## src/rtl/cpu_clk_pkg.sv

```systemverilog
package cpu_clk_pkg;
   typedef enum logic [1:0] {
      RATIO_BY1  = 2'd0,
      RATIO_BY2  = 2'd1,
      RATIO_BY3  = 2'd2,
      RATIO_EVEN = 2'd3
   } ratio_code_e;

   localparam int unsigned OFS_DIV_WORD  = 32'h00;
   localparam int unsigned OFS_MAIN_WORD = 32'h40;
endpackage

```

## src/rtl/cpu_clk_regs.sv

```systemverilog
module cpu_clk_regs #(
   parameter int unsigned DATA_W   = 32,
   parameter int unsigned ADDR_W   = 8,
   parameter int unsigned OFS_DIV  = 0,
   parameter int unsigned OFS_MAIN = 64
) (
   input  logic              clk,
   input  logic              rst_n,
   input  logic              wr,
   input  logic [ADDR_W-1:0] addr,
   input  logic [DATA_W-1:0] wdata,
   output logic [DATA_W-1:0] rdata,
   output logic [DATA_W-1:0] div_word,
   output logic [DATA_W-1:0] main_word
);
   localparam logic [ADDR_W-1:0] A_DIV  = ADDR_W'(OFS_DIV);
   localparam logic [ADDR_W-1:0] A_MAIN = ADDR_W'(OFS_MAIN);

   logic hit_div, hit_main;
   assign hit_div  = (addr == A_DIV);
   assign hit_main = (addr == A_MAIN);

   always_ff @(posedge clk or negedge rst_n) begin
      if (!rst_n) begin
         div_word  <= '0;
         main_word <= '0;
      end else if (wr) begin
         if (hit_div)  div_word  <= wdata;
         if (hit_main) main_word <= wdata;
      end
   end

   always_comb begin
      rdata = '0;
      if (hit_div)  rdata = div_word;
      if (hit_main) rdata = main_word;
   end
endmodule

```

## src/rtl/cpu_clk_divider.sv

```systemverilog
module cpu_clk_divider
   import cpu_clk_pkg::*;
#(
   parameter int unsigned N_W   = 9,
   parameter int unsigned CNT_W = N_W + 1
) (
   input  logic             clk,
   input  logic             rst_n,
   input  logic             src_tick,
   input  logic [1:0]       ratio_code,
   input  logic [N_W-1:0]   n_val,
   output logic             div_tick,
   output logic [CNT_W-1:0] cnt,
   output logic [CNT_W-1:0] active
);
   logic [CNT_W-1:0] next_ratio;
   logic             last;

   always_comb begin
      unique case (ratio_code_e'(ratio_code))
         RATIO_BY1:  next_ratio = CNT_W'(1);
         RATIO_BY2:  next_ratio = CNT_W'(2);
         RATIO_BY3:  next_ratio = CNT_W'(3);
         RATIO_EVEN: next_ratio = (n_val == '0) ? CNT_W'(1) : {n_val, 1'b0};
         default:    next_ratio = CNT_W'(1);
      endcase
   end

   assign last     = (cnt == active - CNT_W'(1));
   assign div_tick = src_tick & last;

   always_ff @(posedge clk or negedge rst_n) begin
      if (!rst_n) begin
         cnt    <= '0;
         active <= CNT_W'(1);
      end else if (src_tick) begin
         if (last) begin
            cnt    <= '0;
            active <= next_ratio;
         end else begin
            cnt <= cnt + CNT_W'(1);
         end
      end
   end
endmodule

```

## src/rtl/cpu_clk_path.sv

```systemverilog
module cpu_clk_path
   import cpu_clk_pkg::*;
#(
   parameter int unsigned DATA_W  = 32,
   parameter int unsigned ADDR_W  = 8,
   parameter int unsigned N_W     = 9,
   parameter int unsigned N_LSB   = 20,
   parameter int unsigned SEL_LSB = 2,
   parameter int unsigned SRC_BIT = 0,
   parameter int unsigned OUT_BIT = 7
) (
   input  logic              clk,
   input  logic              rst_n,
   input  logic              xtal_tick,
   input  logic              pll_tick,
   input  logic              reg_wr,
   input  logic [ADDR_W-1:0] reg_addr,
   input  logic [DATA_W-1:0] reg_wdata,
   output logic [DATA_W-1:0] reg_rdata,
   output logic              cpu_tick
);
   localparam int unsigned CNT_W = N_W + 1;

   generate
      if (N_LSB + N_W > DATA_W) begin : g_bad_n
         $error("N field does not fit in the control word");
      end
      if (SEL_LSB + 2 > DATA_W || SRC_BIT >= DATA_W || OUT_BIT >= DATA_W) begin : g_bad_bits
         $error("control bit position outside the control word");
      end
      if (OFS_MAIN_WORD >= (1 << ADDR_W)) begin : g_bad_addr
         $error("ADDR_W too narrow for the register offsets");
      end
   endgenerate

   logic [DATA_W-1:0] div_word, main_word;
   logic              src_tick, div_tick;
   logic [CNT_W-1:0]  div_cnt, div_active;

   cpu_clk_regs #(
      .DATA_W(DATA_W), .ADDR_W(ADDR_W),
      .OFS_DIV(OFS_DIV_WORD), .OFS_MAIN(OFS_MAIN_WORD)
   ) u_regs (
      .clk(clk), .rst_n(rst_n), .wr(reg_wr), .addr(reg_addr),
      .wdata(reg_wdata), .rdata(reg_rdata),
      .div_word(div_word), .main_word(main_word)
   );

   assign src_tick = main_word[SRC_BIT] ? pll_tick : xtal_tick;

   cpu_clk_divider #(.N_W(N_W), .CNT_W(CNT_W)) u_div (
      .clk(clk), .rst_n(rst_n), .src_tick(src_tick),
      .ratio_code(main_word[SEL_LSB +: 2]),
      .n_val(div_word[N_LSB +: N_W]),
      .div_tick(div_tick), .cnt(div_cnt), .active(div_active)
   );

   assign cpu_tick = main_word[OUT_BIT] ? div_tick : xtal_tick;
endmodule

```

## config.mk

```make
export PLATFORM = sky130hd
export DESIGN_NAME = cpu_clk_path
export DESIGN_NICKNAME = d
export VERILOG_FILES = /design/src/rtl/cpu_clk_pkg.sv /design/src/rtl/cpu_clk_regs.sv /design/src/rtl/cpu_clk_divider.sv /design/src/rtl/cpu_clk_path.sv
export SDC_FILE = /design/constraint.sdc
export NUM_CORES = 1
export LEC_CHECK = 0
export BUFFER_PORTS_ARGS = -buffer_cell sky130_fd_sc_hd__clkbuf_2
export CAP_MARGIN = 0
export CORE_MARGIN = 5
export CORE_UTILIZATION = 40
export CTS_CLUSTER_DIAMETER = 80
export DETAILED_ROUTE_END_ITERATION = 10
export GPL_TIMING_DRIVEN = 0
export PLACE_DENSITY_LB_ADDON = 0.12
export SYNTH_ARGS = -nofsm -noshare
export SYNTH_HDL_FRONTEND = slang
export SYNTH_SLANG_ARGS = --single-unit
```

## constraint.sdc

```tcl
create_clock -name clk -period 3.52 [get_ports clk]
set_input_delay 0.528 -clock clk [delete_from_list [all_inputs] [get_ports clk]]
set_output_delay 0.528 -clock clk [all_outputs]
set_load 0.05 [all_outputs]
```

After elaboration in Yosys (flattened, before gate mapping)
Cells that the tools add are included.
W data, S select, Z words.
- register bits: 84
- bits in latches: 0
- memory bits (writable): 0
- memory bits (read-only): 0
- input port bits: 45
- output and inout port bits: 33
- word-level logic and storage cells: 25
- memories: 0
- add/subtract/negate cells: 2
- multipliers: 0
- div/mod/pow operators: 0
- order comparisons: 0
- equal/unequal tests: 5
- shift operators: 0
- muxes and demuxes: 7
- bitwise logic cells: 1
- reductions and logical operators: 6
- operators by type and width (cell ; count):
    $mux W32 ; 2
    $pmux W10 S4 ; 1
    $mux W10 ; 2
    $add A10 B1 Y10 const B ; 1
    $eq A10 B10 Y1 ; 1
    $sub A10 B1 Y10 const B ; 1
    $logic_not A9 Y1 ; 1
    $eq A8 B7 Y1 const B ; 1
    $logic_not A8 Y1 ; 1
    $reduce_and A2 Y1 ; 3
    $eq A2 B2 Y1 const B ; 2
    $eq A2 B1 Y1 const B ; 1
    $logic_not A2 Y1 ; 1
    $mux W1 ; 2
    $and A1 B1 Y1 ; 1

Depth between registers and ports, before layout
Gate-level depths: netlist (run 1).
- depth after elaboration: 4
- depth in mapped cells: 9
- mapped depth without buffers: 8

Hierarchy
Synthesis (run 1) repeated with hierarchy kept, for this count alone.
- cells, all modules: 345
- area, all modules: 4232.8 µm²
- modules (own cells, without submodules) (module ; instances ; cells each ; area an instance (µm²) ; seq. area each (µm²)):
    cpu_clk_regs ; 1 ; 211 ; 2921.6 ; 1601.5
    cpu_clk_divider ; 1 ; 132 ; 1285.0 ; 501.7
    cpu_clk_path ; 1 ; 2 ; 26.3 ; 0.0

Worst setup path after synthesis (run 1)
No wires, ideal clock.
- path kind: register to output
- start: reg u_div.active[1]
- end: out cpu_tick
- arrival time: 2.851 ns
- data required time: 2.992 ns
- path slack: 0.141 ns
- stages on the path, launching flop included: 9
- buffers on the path: 0
- cell sequence: dfrtp_1 -> inv_1 -> ha_1 -> or4b_1 -> nor3b_2 -> o21ai_1 -> a2111o_1 -> a2111oi_4 -> mux2_2
- cells in the longest elaborated chain, start to end: 4
- ends and longest elaborated chain (element ; RTL line ; source):
    from (decl) ; cpu_clk_divider.sv:14 ; output logic [CNT_W-1:0] active
    from (signal assigned) ; cpu_clk_divider.sv:39 ; active <= next_ratio;
    $sub A10 B1 Y10 ; cpu_clk_divider.sv:29 ; assign last = (cnt == active - CNT_W'(1));
    $eq A10 B10 Y1 ; cpu_clk_divider.sv:29 ;
    $and A1 B1 Y1 ; cpu_clk_divider.sv:30 ; assign div_tick = src_tick & last;
    $mux W1 ; cpu_clk_path.sv:58 ; assign cpu_tick = main_word[OUT_BIT] ? div_tick : xtal_tick;
    to (decl) ; cpu_clk_path.sv:20 ; output logic cpu_tick
No other way between the ends.

Worst setup path after layout (run 1)
Ends and elaborated chain as after synthesis.

==> results of run 1 <==
[power by group]
| group | leakage (uW) | internal, uW | switching, uW |
|---|---|---|---|
| sequential | 0.00115 | 1040 | 69.7 |
| combinational | 0.00129 | 266 | 266 |
| clock | 0.000106 | 422 | 356 |
[layer usage]
metal	vias up	routed length, microns
li1	1427	-
met1	1471	4400
met2	48	4360
met3	7	415
met4	0	95
met5	-	0
[cell families after synthesis]
kind of cell               Yosys count
muxes                              109
and+or+nand+nor                     89
DFF                                 84
AOI/OAI and AO/OA                   23
buffers and inverters               23
xor gates and xnor gates            18
adders and majority gates            2
[through the flow]
stage / hold slack [ps] / cells / setup slack [ps]
global placement: 487 / 560 / -333
global route: 191 / 582 / -11.1
CTS: 169 / 578 / 11.8
detailed placement: 492 / 561 / -332
floorplan: 232 / 348 / 141
finish: 162 / 582 / 71.0
[sequential cells by signal, summed over array words and instances (netlist names)]
name	cells
u_div.active	10
u_div.cnt	10
u_regs.div_word	32
u_regs.main_word	32
[area by class of cell]
class | count | area (sq um) | share of cell area
multi-input combinational | 241 | 2010 | 0.397
timing repair buffer | 82 | 458 | 0.0903
tap | 136 | 170 | 0.0335
sequential | 84 | 2100 | 0.415
clock buffer | 11 | 141 | 0.0279
clock inverter | 5 | 83.8 | 0.0165
inverter | 3 | 11.3 | 0.00222
buffer | 20 | 90.1 | 0.0178
[final timing paths]
path | slack, ps | to | start | depth (start not counted)
min in group clk | 410 | u_regs.div_word[9]$_DFFE_PN0P_ | reg_wdata[9] | 2
worst min-delay path | 160 | u_div.cnt[6]$_DFFE_PN0P_ | rst_n | 1
worst max register to register | 580 | u_div.active[5]$_DFFE_PN0P_ | u_div.active[1]$_DFFE_PN0P_ | 9
max in group asynchronous | 2680 | u_div.active[0]$_DFFE_PN1P_ | rst_n | 2
worst min register to register | 510 | u_regs.div_word[17]$_DFFE_PN0P_ | u_regs.div_word[17]$_DFFE_PN0P_ | 1
worst max-delay path | 70 | cpu_tick | u_div.active[1]$_DFFE_PN0P_ | 9
[worst register-to-register path: cells and delay by family, from the launching register on]
family / cells / cell delay [ps]
buffers and inverters: 2 / 350
and+or+nand+nor: 2 / 680
AOI/OAI and AO/OA: 3 / 880
adders and majority gates: 1 / 170
DFF: 1 / 390
muxes: 1 / 350
[placed cells by master, fill, tap and decap left out, drive strengths merged, types with 2 or more instances in the layout]
master / count
mux2: 74
xnor2: 8
buf: 9
xor2: 10
clkinvlp: 2
clkbuf: 104
nand2: 7
nor3b: 2
bufinv: 2
ha: 2
mux2i: 35
or4: 2
nand4: 5
dfrtp: 83
o21ai: 9
inv: 4
nand3b: 2
nor2: 43
nand3: 5
and3: 10
a211oi: 3
a41oi: 2
nor3: 6
or4b: 2
[what timing repair did]
| item | in CTS | in global routing |
|---|---|---|
| setup endpoints to repair | 1 | 1 |
| pin swaps | 1 | 4 |
| gates cloned | 0 | 0 |
| gates resized for setup | 5 | 4 |
| setup buffers | 1 | 4 |
==> metrics.yaml, run 1 <==
worst_setup_path:
  critPathArrivalTime_ps: 2920
  cp_cell_sequence: "inv_2 -> ha_4 -> or4b_4 -> nor3b_2 -> o21ai_1 -> a2111o_1 -> a2111oi_4 -> mux2_4 -> buf_8"
  critical_path_peak_fanout: 7
  worst_path_max_delay_cell: "sky130_fd_sc_hd__or4b_4"
  timing.critical_path.required_ps: 2990
  worst-path-buf-inv: 2
  timing.critical_path.max_delay_family: "compound AO/OA/AOI/OAI gates"
  cp_slowest_stage_delay_ps: 490
  setup.worst_path.end_class: "output port"
  cp_startpoint_kind: "flip-flop"
  path_class: "reg -> out"
synthesis:
  synth.area.mux_share: 0.282
  asyncSetResetFlopFracSynth: 1.00
  ffs_latches_synth: 84
  synth_cell_type_count: 41
  cells_after_synth: 348
  post_synth_xor_area_fraction: 0.0375
  yosys.area.top_type: "sky130_fd_sc_hd__dfrtp_1"
  area_share_of_and_or_nand_nor_cells_after_synthesis: 0.108
  main_combinational_cell_family_by_area_after_synthesis: "multiplexers"
  synth_top_flop_cell: "sky130_fd_sc_hd__dfrtp_1"
  synth_edf_count: 0
  synth-compound-area-share: 0.0417
  post_synth.cell_area_avg_sq_um: 12.1
  synth_adder_area_share: 0.00596
  mappedNetlistNets: 395
  synth_seq_area_share: 0.501
  netlist_top_cells_count: "sky130_fd_sc_hd__dfrtp_1 (83), sky130_fd_sc_hd__mux2_2 (74), sky130_fd_sc_hd__nor2_1 (43)"
  post-synth-top-area-fraction: 0.495
  yosys_warnings: 0
  syn-cell-area_sq_um: 4200
  ys_top_cells_by_area: "sky130_fd_sc_hd__dfrtp_1 (49%), sky130_fd_sc_hd__mux2_2 (20%), sky130_fd_sc_hd__mux2i_1 (8.3%)"
  yosys.cell_count.top_type: "sky130_fd_sc_hd__dfrtp_1"
clock_network:
  path_clk_slew_ps: 80
  cts-hold-fix-buffers: 0
  cts-buffers-inserted: 9
  htree_levels: 3
  clk_root_buffer_cell: "sky130_fd_sc_hd__clkbuf_8"
  clk_path_buf_depth: 2
  clock_latency_on_the_worst_skew_pair_ps: 350
  cts_tree: "done"
  cts_sinks: 84
timing:
  finalHoldViolations: 0
  maxClockFrequency_ghz: 0.290
  slew-limit-headroom: 0.456
  clock-skew-final_ps: 8.90
  setup_viol_count_final: 0
  final-max-slew-violation-count: 0
  layout_min_cycle_time_ps: 3450
  timing.setup.tns_ps: 0
  timing_worst_slew_pin_value_ps: 816
  final.period_utilization: 0.980
floorplanning:
  floorplan.io_pins: 78
  chipWidth_microns: 112
  dieArea_sq_um: 12600
  floorplan.rows: 37
  die_height_microns: 112
  floorplan.initialDensity: 0.409
  core_area_sq_um: 10300
drt:
  post-route-drc-count: 0
  wl_microns: 9270
  postRouteAntennaNets: 0
  wl_per_cell_microns: 15.9
  drtPass1Iterations: 4
  initialDrtViolationCount: 92
  detail_route.vias_per_cell: 5.07
  detailroute.via_count: 2953
run_status:
  run_status: "completed"
cells_and_area:
  antenna-diode-count: 0
  fillCellCount: 987
  stdcell_area_sq_um: 5070
  layout.nets: 488
  synthToLayoutAreaGrowth_pct: 20.8
  finish.utilization: 0.494
  drive_above_1_share: 0.410
global_routing:
  gr-max-usage-layer: "met2"
  grt_first_pass_wirelength_microns: 16000
  gr_overflow_total: 0
  first_global_vias: 3150
  grt_use_met1: 0.210
  grt_start_max_net_pins: 52
  grtUsageMet3: 0.0404
  grtUsageMet2: 0.246
  globalRouteTotalUtil: 0.155
  grt_antenna_before_repair: 0
job:
  max-cap-violations: 0
place:
  post_dp_cell_area_sq_um: 4780
  routabilityCongestion: 0.734
  place_hpwl_microns: 6610
  io_buffer_count: 76
worst_hold_path:
  worst_hold_path_type: "in -> async"
power_and_ir_drop:
  leakagePower_uw: 0.00255
  ratio_of_total_power_to_cell_area_nw_per_um2: 477
  vdd_drop_max_mv: 0.230
  total_power_uw: 2420
Note: power is estimated with default switching activity, not from simulation.
==> inputs of run 2 (changes only) <==
--- a/config.mk
+++ b/config.mk
@@ -11,7 +11,6 @@
 export CORE_UTILIZATION = 40
 export CTS_CLUSTER_DIAMETER = 80
 export DETAILED_ROUTE_END_ITERATION = 10
-export GPL_TIMING_DRIVEN = 0
 export PLACE_DENSITY_LB_ADDON = 0.12
 export SYNTH_ARGS = -nofsm -noshare
 export SYNTH_HDL_FRONTEND = slang
==> metrics.yaml, run 2 (synthesized netlist as in run 1, its figures left out) <==
cells_and_area:
  fillCellCount: 1002
  biggestRegsByFlops: "u_regs.div_word: 32 flops, u_regs.main_word: 32 flops"
  synthToLayoutAreaGrowth_pct: 18.4
  final_cell_mix: "sky130_fd_sc_hd__dfrtp_1 (83), sky130_fd_sc_hd__clkbuf_2 (75), sky130_fd_sc_hd__mux2_2 (73)"
  area.sequential_sq_um: 2100
  layout.nets: 469
  antenna-diode-count: 0
  finish.utilization: 0.484
  multiInputGateArea_sq_um: 2010
  drive_above_1_share: 0.422
  layout_commonest_cell: "sky130_fd_sc_hd__dfrtp_1"
place:
  routabilityCongestion: 0.811
  place_hpwl_microns: 6040
  io_buffer_count: 77
clock_network:
  htree_levels: 3
  path_clk_slew_ps: 90
  clk_root_buffer_cell: "sky130_fd_sc_hd__clkbuf_8"
  clk_path_buf_depth: 2
  postCtsSetupRepairBufs: 0
  clock_latency_on_the_worst_skew_pair_ps: 370
  cts_sinks: 84
  cts-buffers-inserted: 9
  cts_tree: "done"
  cts-hold-fix-buffers: 0
timing:
  setup_viol_count_final: 0
  holdWs_ps: 327
  timing_worst_slew_pin_value_ps: 1060
  clock-skew-final_ps: 11.5
  final.period_utilization: 0.960
  layout_min_cycle_time_ps: 3380
  final-max-slew-violation-count: 0
  grt_setup_unrepaired: "false"
  slew-limit-headroom: 0.294
  maxClockFrequency_ghz: 0.296
  timing.setup.tns_ps: 0
  finalHoldViolations: 0
power_and_ir_drop:
  ratio_of_total_power_to_cell_area_nw_per_um2: 473
  vdd_drop_max_mv: 0.277
  total_power_uw: 2350
  leakagePower_uw: 0.00252
floorplanning:
  floorplan.io_pins: 78
  die_height_microns: 112
  chipWidth_microns: 112
  floorplan.rows: 37
  core_area_sq_um: 10300
  dieArea_sq_um: 12600
  floorplan.initialDensity: 0.409
drt:
  drtPass1Iterations: 4
  dr.max_layer_used: "met4"
  postRouteAntennaNets: 0
  met2_wirelength_microns: 4210
  post-route-drc-count: 0
  initialDrtViolationCount: 123
  wl_per_cell_microns: 15.6
  detail_route.vias_per_cell: 5.12
  routedLengthMet1_microns: 4030
  detailroute.via_count: 2883
  wl_microns: 8790
  met3_length_microns: 426
worst_hold_path:
  worst_hold_path_type: "in -> async"
worst_setup_path:
  path_class: "reg -> out"
  regToRegStartpoint: "u_div.active[1]$_DFFE_PN0P_"
  crit_path_start: "u_div.active[1]$_DFFE_PN0P_"
  cp_slowest_stage_delay_ps: 560
  timing.critical_path.required_ps: 2990
  critical_path_peak_fanout: 7
  setup.worst_path.end_class: "output port"
  timing.critical_path.max_delay_family: "simple AND/OR/NAND/NOR gates"
  worst-path-buf-inv: 2
  cp_startpoint_kind: "flip-flop"
  worst_path_max_delay_cell: "sky130_fd_sc_hd__or4_4"
  critPathArrivalTime_ps: 2850
  cp_cell_sequence: "inv_1 -> ha_4 -> or4b_4 -> or4_4 -> a2111oi_4 -> mux2_4 -> buf_12"
global_routing:
  globalRouteTotalUtil: 0.148
  first_global_vias: 3015
  grt_start_max_net_pins: 85
  grt_first_pass_wirelength_microns: 15100
  grt_antenna_before_repair: 0
  gr_overflow_total: 0
run_status:
  run_status: "completed"
job:
  max-cap-violations: 0
[run 2: cell count changes in the layout (fill, tap and decap cells not counted), sizes merged]
| cell | previous run | this run |
|---|---|---|
| inv | 4 | 5 |
| clkbuf | 104 | 85 |
| clkinvlp | 2 | 1 |
| clkinv | 0 | 1 |
| buf | 9 | 8 |
[run 2: per-stage QoR]
| stage | cells | setup slack (ps) | cell area [sq um] |
|---|---|---|---|
| 6_report | 563 | 141 | 4970 |
| 5_1_grt | 563 | 48.0 | 4970 |
| 3_5_place_dp | 547 | 318 | 4730 |
| 4_1_cts | 563 | 34.3 | 4970 |
| 2_1_floorplan | 348 | 141 | 4200 |
| 3_3_place_gp | 547 | 372 | 4730 |
[run 2: metal layers]
| metal | up-vias | global-route usage |
|---|---|---|
| met5 | - | 0 |
| met4 | 0 | 0.0473 |
| met3 | 14 | 0.0474 |
| met2 | 56 | 0.240 |
| met1 | 1419 | 0.188 |
| li1 | 1394 | - |
[run 2: repair_timing]
action	in CTS	in global routing
pin swaps	0	2
resized for setup	4	0
endpoints found under the setup margin	1	1
[run 2: report_power, final]
part	total (uW)	internal (uW)	switching, uW
Combinational	449	219	229
Sequential	1130	1040	84.2
Clock	778	409	370
Total	2350	1670	683
[run 2: path summary, 6_finish.rpt]
path                                                     to  slack (ps)  cells after the start
max                                                cpu_tick         140                      7
min                                u_div.cnt[2]$_DFFE_PN0P_         330                      1
max reg2reg                     u_div.active[3]$_DFFE_PN0P_         610                      7
min reg2reg                  u_regs.div_word[2]$_DFFE_PN0P_         510                      1
max in group asynchronous    u_regs.div_word[6]$_DFFE_PN0P_        2490                      1
min in group clk           u_regs.main_word[19]$_DFFE_PN0P_         400                      2
[run 2: area by class of cell]
class,instances,share of cell area
Clock buffer,10,0.0257
Tap cell,136,0.0342
Sequential cell,84,0.423
Inverter,3,0.00227
Timing Repair Buffer,83,0.0901
Clock inverter,6,0.0194
Multi-Input combinational cell,241,0.405
==> inputs of run 3 (changes only) <==
--- a/config.mk
+++ b/config.mk
@@ -5,13 +5,15 @@
 export SDC_FILE = /design/constraint.sdc
 export NUM_CORES = 1
 export LEC_CHECK = 0
-export BUFFER_PORTS_ARGS = -buffer_cell sky130_fd_sc_hd__clkbuf_2
 export CAP_MARGIN = 0
 export CORE_MARGIN = 5
 export CORE_UTILIZATION = 40
+export CTS_BUF_LIST = sky130_fd_sc_hd__clkbuf_8
 export CTS_CLUSTER_DIAMETER = 80
 export DETAILED_ROUTE_END_ITERATION = 10
+export DONT_BUFFER_PORTS = 1
 export PLACE_DENSITY_LB_ADDON = 0.12
+export REMOVE_ABC_BUFFERS = 1
 export SYNTH_ARGS = -nofsm -noshare
 export SYNTH_HDL_FRONTEND = slang
 export SYNTH_SLANG_ARGS = --single-unit
==> metrics.yaml, run 3 (synthesized netlist as in run 1, its figures left out) <==
run_status:
  run_status: "completed"
global_routing:
  gr_overflow_total: 0
  first_global_vias: 2989
  globalRouteTotalUtil: 0.149
  grt_antenna_before_repair: 0
  grt_first_pass_wirelength_microns: 15000
  grt_start_max_net_pins: 84
timing:
  final-max-slew-violation-count: 0
  finalHoldViolations: 0
  final.period_utilization: 0.953
  slew-limit-headroom: 0.607
  maxClockFrequency_ghz: 0.298
  clock-skew-final_ps: 17.2
  grt_setup_unrepaired: "false"
  setup_viol_count_final: 0
  layout_min_cycle_time_ps: 3360
  timing_worst_slew_pin_value_ps: 581
  timing.setup.tns_ps: 0
job:
  max-cap-violations: 0
floorplanning:
  floorplan.io_pins: 78
  floorplan.rows: 37
  core_area_sq_um: 10300
  chipWidth_microns: 112
  dieArea_sq_um: 12600
  die_height_microns: 112
  floorplan.initialDensity: 0.409
clock_network:
  cts-buffers-inserted: 9
  cts_tree: "done"
  clk_path_buf_depth: 2
  htree_levels: 3
  clk_root_buffer_cell: "sky130_fd_sc_hd__clkbuf_8"
  path_clk_slew_ps: 90
  clock_latency_on_the_worst_skew_pair_ps: 360
  cts_sinks: 84
  postCtsSetupRepairBufs: 0
worst_setup_path:
  critical_path_peak_fanout: 7
  cp_slowest_stage_delay_ps: 560
  worst_r2r_endpoint: "u_div.active[5]$_DFFE_PN0P_"
  worst_path_max_delay_cell: "sky130_fd_sc_hd__or4_4"
  timing.reg2reg.worst_path_depth: 7
  r2r_slack_ps: 600
  setup.worst_path.end_class: "output port"
  regToRegStartpoint: "u_div.active[1]$_DFFE_PN0P_"
  cp_startpoint_kind: "flip-flop"
  timing.critical_path.required_ps: 2990
  critPathArrivalTime_ps: 2830
  path_class: "reg -> out"
  cp_cell_sequence: "inv_1 -> ha_4 -> or4b_4 -> or4_4 -> a2111oi_4 -> mux2_4 -> buf_12"
cells_and_area:
  layout_commonest_cell: "sky130_fd_sc_hd__dfrtp_1"
  antenna-diode-count: 0
  layout.nets: 425
  synthToLayoutAreaGrowth_pct: 14.6
  biggestRegsByFlops: "u_regs.div_word: 32 flops, u_regs.main_word: 32 flops"
  drive_above_1_share: 0.352
  finish.utilization: 0.468
  final_cell_mix: "sky130_fd_sc_hd__dfrtp_1 (83), sky130_fd_sc_hd__mux2_2 (73), sky130_fd_sc_hd__nor2_1 (43)"
drt:
  met2_wirelength_microns: 4530
  initialDrtViolationCount: 119
  drtPass1Iterations: 4
  detail_route.vias_per_cell: 5.25
  post-route-drc-count: 0
  wl_per_cell_microns: 17.3
  met3_length_microns: 652
  detailroute.via_count: 2725
  postRouteAntennaNets: 0
  dr.max_layer_used: "met4"
  routedLengthMet1_microns: 3680
  wl_microns: 8980
worst_hold_path:
  worst_hold_path_type: "in -> async"
power_and_ir_drop:
  leakagePower_uw: 0.00236
  vdd_drop_max_mv: 0.242
  ratio_of_total_power_to_cell_area_nw_per_um2: 454
place:
  routabilityCongestion: 0.809
  io_buffer_count: 0
  place_hpwl_microns: 5880
==> run 3: cell types whose count changed in the layout (fill, tap and decap cells not counted) <==
cell                            previous run  this run
sky130_fd_sc_hd__inv_1                     3         4
sky130_fd_sc_hd__clkbuf_1                  1         0
sky130_fd_sc_hd__buf_16                    0         1
sky130_fd_sc_hd__buf_4                     7        36
sky130_fd_sc_hd__bufinv_16                 2         0
sky130_fd_sc_hd__dlygate4sd3_1             0         1
sky130_fd_sc_hd__inv_6                     1         2
sky130_fd_sc_hd__clkbuf_8                  9        11
sky130_fd_sc_hd__clkinv_2                  0         1
sky130_fd_sc_hd__inv_8                     1         0
sky130_fd_sc_hd__clkbuf_2                 75         0
sky130_fd_sc_hd__clkinv_4                  1         0
==> run 3: how the worst max path moves through the flow <==
stage                           startpoint  endpoint  slack, ps  cells after the start
2_1_floorplan  u_div.active[1]$_DFFE_PN0P_  cpu_tick       -120                      8
3_3_place_gp   u_div.active[1]$_DFFE_PN0P_  cpu_tick        390                      9
3_5_place_dp   u_div.active[1]$_DFFE_PN0P_  cpu_tick        330                      9
4_1_cts        u_div.active[1]$_DFFE_PN0P_  cpu_tick          8                      9
5_1_grt        u_div.active[1]$_DFFE_PN0P_  cpu_tick         30                      7
6_report       u_div.active[1]$_DFFE_PN0P_  cpu_tick        160                      7
==> run 3: worst max-delay path, delay by kind of cell (launching register included) <==
family	cells	cell delay, ps
and+or+nand+nor	2	1060
buffers and inverters	2	250
AOI/OAI and AO/OA	1	370
muxes	1	220
DFF	1	400
adders and majority gates	1	180
==> run 3: where the power goes <==
part	total, uW	switching, uW	internal (uW)
clock network	641	345	296
registers	1130	89.0	1040
logic	414	211	203
total	2180	644	1540
==> run 3: layout make-up <==
cell class	count	area, sq um
fillers	1020	5470
flip-flops and latches	84	2100
multi-input cells	241	2010
repair buffers	39	328
well taps	136	170
clock buffers	11	151
clock inverters	5	33.8
inverters	3	11.3
==> run 3: timing repair <==
item,4_1_cts,5_1_grt
gates cloned,0,0
gates resized for setup,2,2
setup endpoints to repair,1,1
hold endpoints to repair,83,0
pin swaps,0,2
hold buffers,2,0
==> run 3: stage by stage <==
| step | instance area, sq um | setup WS [ps] | std cells | total power (uW) | hold slack (ps) |
|---|---|---|---|---|---|
| after global placement | 4570 | 391 | 501 | 1510 | 238 |
| final | 4810 | 165 | 519 | 2180 | 73.1 |
| after global routing | 4810 | 31.9 | 519 | 2320 | 79.3 |
| after floorplan | 4110 | -121 | 328 | 1430 | 232 |
| after detailed placement | 4570 | 327 | 501 | 1520 | 238 |
| after CTS | 4800 | 8.40 | 519 | 2210 | 72.0 |
==> run 3: metal layers <==
| layer | vias up | track usage |
|---|---|---|
| met5 | - | 0 |
| met4 | 0 | 0.0513 |
| met3 | 8 | 0.0620 |
| met2 | 51 | 0.247 |
| met1 | 1366 | 0.175 |
| li1 | 1300 | - |
